--- src/rtl/elt_pkg.sv ---
package elt_pkg;
  parameter int TID_W  = 6;
  parameter int FUNC_W = 3;
  parameter int OFF_W  = 8;
  localparam int REG_W    = TID_W + 2;
  localparam int FLAG_BIT = TID_W;
  localparam int SPARE_BIT = TID_W + 1;

  typedef struct packed {
    logic             spare;
    logic             flag;
    logic [TID_W-1:0] tid;
  } log_t;

  // capture fires on a flagged retire when the slot is free or being freed now
  function automatic logic capture_ok(logic valid, logic sbe, logic flag, logic clr);
    return valid & sbe & (~flag | clr);
  endfunction

  // next register value; capture is applied last so it wins over clear
  function automatic log_t log_next(log_t cur, logic cap, logic clr, logic wr,
                                    logic spare_in, logic [TID_W-1:0] tid_in);
    log_t n;
    n = cur;
    if (wr) n.spare = spare_in;
    if (clr) begin
      n.flag = 1'b0;
      n.tid  = '0;
    end
    if (cap) begin
      n.flag = 1'b1;
      n.tid  = tid_in;
    end
    return n;
  endfunction
endpackage

--- src/rtl/elt_cfg_decode.sv ---
module elt_cfg_decode #(
  parameter int FUNC_W = 3,
  parameter int OFF_W  = 8,
  parameter logic [FUNC_W-1:0] MY_FUNC = '0,
  parameter logic [OFF_W-1:0]  MY_OFF  = 8'h80
) (
  input  logic              active,
  input  logic              cfg_wr,
  input  logic              cfg_rd,
  input  logic [FUNC_W-1:0] cfg_func,
  input  logic [OFF_W-1:0]  cfg_offset,
  output logic              wr_hit,
  output logic              rd_hit
);
  logic addr_match;
  assign addr_match = (cfg_func == MY_FUNC) && (cfg_offset == MY_OFF);
  assign wr_hit = active & cfg_wr & addr_match;
  assign rd_hit = active & cfg_rd & addr_match;
endmodule

--- src/rtl/elt_capture.sv ---
module elt_capture
  import elt_pkg::*;
(
  input  logic             active,
  input  logic             retire_valid,
  input  logic             retire_sbe,
  input  logic [TID_W-1:0] retire_tid,
  input  logic             wr_hit,
  input  logic [REG_W-1:0] wdata,
  input  log_t             cur,
  output logic             cap_evt,
  output logic             clr_evt,
  output log_t             nxt
);
  assign clr_evt = wr_hit & wdata[FLAG_BIT];
  assign cap_evt = active & capture_ok(retire_valid, retire_sbe, cur.flag, clr_evt);
  assign nxt     = log_next(cur, cap_evt, clr_evt, wr_hit, wdata[SPARE_BIT], retire_tid);
endmodule

--- src/rtl/elt_log_store.sv ---
module elt_log_store
  import elt_pkg::*;
(
  input  logic clk,
  input  logic por_n,
  input  log_t nxt,
  output log_t cur
);
  // sticky: only the power-on reset touches this storage
  always_ff @(posedge clk or negedge por_n) begin
    if (!por_n) cur <= '0;
    else        cur <= nxt;
  end
endmodule

--- src/rtl/elt_readout.sv ---
module elt_readout #(
  parameter int W = 8
) (
  input  logic         clk,
  input  logic         por_n,
  input  logic         warm_rst_n,
  input  logic         rd_hit,
  input  logic [W-1:0] value,
  output logic [W-1:0] rdata
);
  always_ff @(posedge clk or negedge por_n) begin
    if (!por_n)           rdata <= '0;
    else if (!warm_rst_n) rdata <= '0;
    else if (rd_hit)      rdata <= value;
    else                  rdata <= '0;
  end
endmodule

--- src/rtl/ecc_tid_logger.sv ---
module ecc_tid_logger
  import elt_pkg::*;
#(
  parameter logic [FUNC_W-1:0] MY_FUNC = '0,
  parameter logic [OFF_W-1:0]  MY_OFF  = 8'h80
) (
  input  logic              clk,
  input  logic              por_n,
  input  logic              warm_rst_n,
  input  logic              retire_valid,
  input  logic              retire_sbe,
  input  logic [TID_W-1:0]  retire_tid,
  input  logic              cfg_wr,
  input  logic              cfg_rd,
  input  logic [FUNC_W-1:0] cfg_func,
  input  logic [OFF_W-1:0]  cfg_offset,
  input  logic [REG_W-1:0]  cfg_wdata,
  output logic [REG_W-1:0]  cfg_rdata
);
  logic wr_hit, rd_hit, cap_evt, clr_evt;
  log_t log_cur, log_nxt;
  logic [REG_W-1:0] log_q;

  assign log_q = log_cur;

  elt_cfg_decode #(
    .FUNC_W(FUNC_W), .OFF_W(OFF_W), .MY_FUNC(MY_FUNC), .MY_OFF(MY_OFF)
  ) u_dec (
    .active(warm_rst_n), .cfg_wr(cfg_wr), .cfg_rd(cfg_rd),
    .cfg_func(cfg_func), .cfg_offset(cfg_offset),
    .wr_hit(wr_hit), .rd_hit(rd_hit)
  );

  elt_capture u_cap (
    .active(warm_rst_n), .retire_valid(retire_valid), .retire_sbe(retire_sbe),
    .retire_tid(retire_tid), .wr_hit(wr_hit), .wdata(cfg_wdata),
    .cur(log_cur), .cap_evt(cap_evt), .clr_evt(clr_evt), .nxt(log_nxt)
  );

  elt_log_store u_store (
    .clk(clk), .por_n(por_n), .nxt(log_nxt), .cur(log_cur)
  );

  elt_readout #(.W(REG_W)) u_rd (
    .clk(clk), .por_n(por_n), .warm_rst_n(warm_rst_n),
    .rd_hit(rd_hit), .value(log_q), .rdata(cfg_rdata)
  );
endmodule

--- config.mk ---
export PLATFORM = sky130hd
export DESIGN_NAME = ecc_tid_logger
export DESIGN_NICKNAME = d
export VERILOG_FILES = /design/src/rtl/elt_pkg.sv /design/src/rtl/elt_cfg_decode.sv /design/src/rtl/elt_capture.sv /design/src/rtl/elt_log_store.sv /design/src/rtl/elt_readout.sv /design/src/rtl/ecc_tid_logger.sv
export SDC_FILE = /design/constraint.sdc
export NUM_CORES = 1
export LEC_CHECK = 0
export BUFFER_PORTS_ARGS = -buffer_cell sky130_fd_sc_hd__buf_2
export CAP_MARGIN = 0
export CORE_MARGIN = 8
export CORE_UTILIZATION = 35
export CTS_BUF_LIST = sky130_fd_sc_hd__clkbuf_4 sky130_fd_sc_hd__clkbuf_8
export CTS_CLUSTER_DIAMETER = 50
export DETAILED_ROUTE_END_ITERATION = 16
export PLACE_DENSITY_LB_ADDON = 0.12
export RECOVER_POWER = 100
export SLEW_MARGIN = 20
export SYNTH_ARGS = -nofsm -noshare
export SYNTH_HDL_FRONTEND = slang
export SYNTH_SLANG_ARGS = --single-unit
--- constraint.sdc ---
create_clock -name clk -period 1.7 [get_ports clk]
set_input_delay 0.34 -clock clk [delete_from_list [all_inputs] [get_ports clk]]
set_output_delay 0.34 -clock clk [all_outputs]
set_load 0.05 [all_outputs]
Yosys cells after proc, flatten, opt, wreduce, memory -nomap -nowiden
Cells that the tools add are included.
- reduce and logical (&&, ||, !) cells: 3
- equality and inequality tests: 1
- multiplexer cells: 4
- bitwise logic cells: 10
- operator list (cell ; number):
    $mux 8 ; 2
    $mux 7 ; 2
    $and 1x1->1 ; 8
    $eq 8x8->1 const B ; 1
    $logic_not 3->1 ; 1
    $reduce_bool 2->1 ; 1
    $logic_and 1x1->1 ; 1
    $not 1->1 ; 1
    $or 1x1->1 ; 1
- register bits: 16
- output and inout bits: 8
- input port bits: 32

Longest topological paths before layout
- word-level depth: 8
- gate-level depth with buffers: 5
- gate-level depth less buffers: 4

By module
Synthesis repeated with hierarchy kept, for this count alone.
- cell total of the unflattened synthesis: 45
- area, all modules: 626.9 um^2
- by module, submodules not included (module ; seq. area each (um^2) ; area each (um^2) ; cells an instance ; times used):
    elt_readout ; 200.2 ; 250.2 ; 16 ; 1
    elt_log_store ; 200.2 ; 200.2 ; 8 ; 1
    elt_capture ; 0.0 ; 122.6 ; 14 ; 1
    elt_cfg_decode ; 0.0 ; 53.8 ; 7 ; 1

Least setup slack after synthesis
Ideal clock, no wire load.
- path kind: input to register
- start: input port cfg_offset[5]
- end: register u_store.cur[7] (netlist name)
- data arrival time: 1.249 ns
- stages on the path: 5
- library setup time: 0.125 ns
- setup slack: 0.326 ns
- cell sequence: nor4b_2 and3_1 buf_4 nand2_1 mux2_4
- cells in the longest elaborated chain, start to end: 3
- RTL lines (what ; RTL line ; RTL):
    from (decl) ; ecc_tid_logger.sv:16 ; input logic [OFF_W-1:0] cfg_offset,
    $eq 8x8->1 ; elt_cfg_decode.sv:16 ; assign addr_match = (cfg_func == MY_FUNC) && (cfg_offset == MY_OFF);
    $logic_and 1x1->1 ; elt_cfg_decode.sv:16 ;
    $and 1x1->1 ; elt_cfg_decode.sv:17 ; assign wr_hit = active & cfg_wr & addr_match;
No other way between the ends.
A chain may end at the register's enable or synchronous reset.

Worst setup path after layout
- start: register u_rd.rdata[0]
- end: output port cfg_rdata[0]
- RTL lines (what ; RTL line ; RTL):
    from (decl) ; elt_readout.sv:9 ; output logic [W-1:0] rdata
    from (signal assigned) ; elt_readout.sv:14 ; else if (rd_hit) rdata <= value;
    to (decl) ; ecc_tid_logger.sv:18 ; output logic [REG_W-1:0] cfg_rdata
No word-level cell between the ends.

==> impl_metrics.env <==
export IMPL_status="complete, no violations"
export IMPL_cap_violations=0
export IMPL_synthArstFlopShare_pct=100.0
export IMPL_fin_area_um2=839.6
export IMPL_num_vias=478
export IMPL_crit_arrival_ps=1110
export IMPL_drc=0
export IMPL_slowest_delay_ps=480
export IMPL_num_antenna_cells=0
export IMPL_first_pass_iters=3
export IMPL_required_ps=1360
export IMPL_root_buffer="clkbuf_4"
export IMPL_grt_usage_pct=8.577
export IMPL_hold_class="in -> reg"
export IMPL_io_pins=40
export IMPL_crit_chain="clkbuf_1"
export IMPL_syn_instance_count=43
export IMPL_endpoint_kind="output port"
export IMPL_fmaxAchievable_mhz=691.3
export IMPL_synth_most_common_cell="dfrtp_1"
export IMPL_synth_main_ff_cell="dfrtp_1"
export IMPL_p_int_mw=0.5947
export IMPL_port_buffers=33
export IMPL_top_usage_layer="met2"
export IMPL_tightestPinTransition_ps=811.9
export IMPL_crit_cells=1
export IMPL_die_h_um=58.15
export IMPL_clk_latency_ps=280
export IMPL_synth_area_um2=621.8
export IMPL_p_sw_share_pct=20.95
export IMPL_tns_ps=0
export IMPL_die_area_mm2=0.003381
export IMPL_p_comb_share_pct=10.2
export IMPL_die_x_um=58.15
export IMPL_slew_viol_final=0
export IMPL_clock_sinks=16
export IMPL_p_clk_share_pct=32.1
export IMPL_clk_path_buf_depth=2
export IMPL_finClkSkew_ps=0.5611
export IMPL_power_density_mw_per_mm2=896.1
export IMPL_avgSynthCellArea_um2=14.46
export IMPL_crit_family="buffers and inverters"
export IMPL_syn_nets=75
export IMPL_synth_top_area_cell="dfrtp_1"
export IMPL_totalPowerFinal_mw=0.7523
export IMPL_grt_pass1_vias=520
export IMPL_viasPerCell=4.509
export IMPL_reg2regPathDepth=2
export IMPL_clk_pin_slew_ps=90
export IMPL_final_layout_size_suffix_gt1_share_pct=39.51
export IMPL_netlist_top_cells_count="16 x dfrtp_1, 9 x and3_1, 6 x a22o_1"
export IMPL_ys_seq_elements=16
export IMPL_finalHoldViolCount=0
export IMPL_crit_type="reg -> out"
export IMPL_min_period_ps=1446
export IMPL_start_kind="register"
export IMPL_path_max_fanout=1
export IMPL_synth_top_cell_area_share_pct=64.39
export IMPL_placed_area_um2=818.3
export IMPL_yosysUniqueCellTypes=14
export IMPL_cts_buffers_inserted=3
export IMPL_finalSetupViolCount=0
export IMPL_ys_seq_area_share_pct=64.39
export IMPL_grt_max_degree=17
export IMPL_synth_area_top_cells="dfrtp_1 64%, and3_1 9.1%, a22o_1 8.5%"
export IMPL_ir_worst_vdd_uv=509.3
export IMPL_final_antenna_net_count=0
export IMPL_p_leak_nw=0.4380
export IMPL_nets=114
export IMPL_antenna_found_initial=0
export IMPL_ys_warn_count=0
export IMPL_use_met3_pct=5.298
export IMPL_grt_overflow=0
export IMPL_core_area_mm2=0.001708
export IMPL_area_growth_pct=35.01
export IMPL_drt_total_wl_mm=1.394
export IMPL_slew_limit_headroom_pct=45.87
export IMPL_slowest_stage="clkbuf_1"
export IMPL_cts_tree="built"
export IMPL_num_rows=15
export IMPL_timing_final_crit_share_pct=85.09
export IMPL_drtIter0Drc=12
export IMPL_use_met1_pct=9.375
export IMPL_switchingPower_mw=0.1576
export IMPL_place_congestion=0.6229
export IMPL_p_seq_share_pct=57.7
export IMPL_synth_enable_flop_cells=0
export IMPL_grt_pass1_wl_mm=2.256
export IMPL_rsz0062_at_grt="false"
export IMPL_wl_per_cell_um=13.15
export IMPL_start_util_pct=36.41
export IMPL_use_met2_pct=13.69
export IMPL_cts_htree_levels=1
export IMPL_critPathBufInv=1
export IMPL_min_path_cells=2
## worst paths after layout
path | startpoint | endpoint | slack (ps)
min | retire_tid[2] | u_store.cur[2] | 270
min reg2reg | u_store.cur[2] | u_store.cur[2] | 510
max | u_rd.rdata[0] | cfg_rdata[0] | 250
max in group asynchronous | por_n | u_store.cur[4] | 540
max reg2reg | u_store.cur[6] | u_store.cur[3] | 660
min in group asynchronous | por_n | u_rd.rdata[7] | 660
## power groups by stage
stage | registers, mW | logic [mW] | clock network, mW
floorplan | 0.433 | 0.0363 | 0
global placement | 0.441 | 0.0770 | 0
detailed placement | 0.442 | 0.0782 | 0
CTS | 0.434 | 0.0800 | 0.249
global route | 0.438 | 0.0878 | 0.269
finish | 0.434 | 0.0767 | 0.241
## final cells by class
cell class | instances | area, µm²
fillers | 176 | 868.3
flip-flops and latches | 16 | 400.4
multi-input cells | 26 | 203.9
repair buffers | 35 | 167.7
clock buffers | 4 | 36.28
well taps | 25 | 31.28
## flip-flops by register name, indices dropped and copies added (netlist names)
register / cells
u_store.cur: 8
u_rd.rdata: 8
## cell usage in the layout, fill, tap and decap left out, drive strengths merged, types with 2 or more instances in the layout
master and n:
nor4b 2, buf 24, dfrtp 16, clkbuf 14, and3 9, a22o 6
## logic make-up after synthesis
| kind of cell | Yosys count | synth area share [%] |
|---|---|---|
| and+or+nand+nor | 16 | 19.32 |
| DFF | 16 | 64.39 |
| muxes | 1 | 2.414 |
| AOI/OAI and AO/OA | 9 | 12.68 |
| buffers and inverters | 1 | 1.208 |
## metal layers
layer | up-vias | wire (µm)
met5 | - | 0
met4 | 0 | 6
met3 | 2 | 132
met2 | 25 | 621
met1 | 212 | 634
li1 | 239 | -
## per-stage QoR
step	hold WS (ps)	utilization, %	cells	worst slack, ps
after detailed placement	264.7	47.91	101	155.2
after CTS	262.7	50.62	106	454.7
after floorplan	44.41	-	43	326.4
after global routing	262.1	49.16	106	197.9
after global placement	263.7	47.91	101	156.1
final	270.5	49.16	106	253.5
## timing repair
action,4_1_cts,5_1_grt
hold buffers,1,0
setup buffers,0,0
endpoints found under the hold margin,16,0
gates resized for setup,0,0
Note: power is estimated with default switching activity, not from simulation.
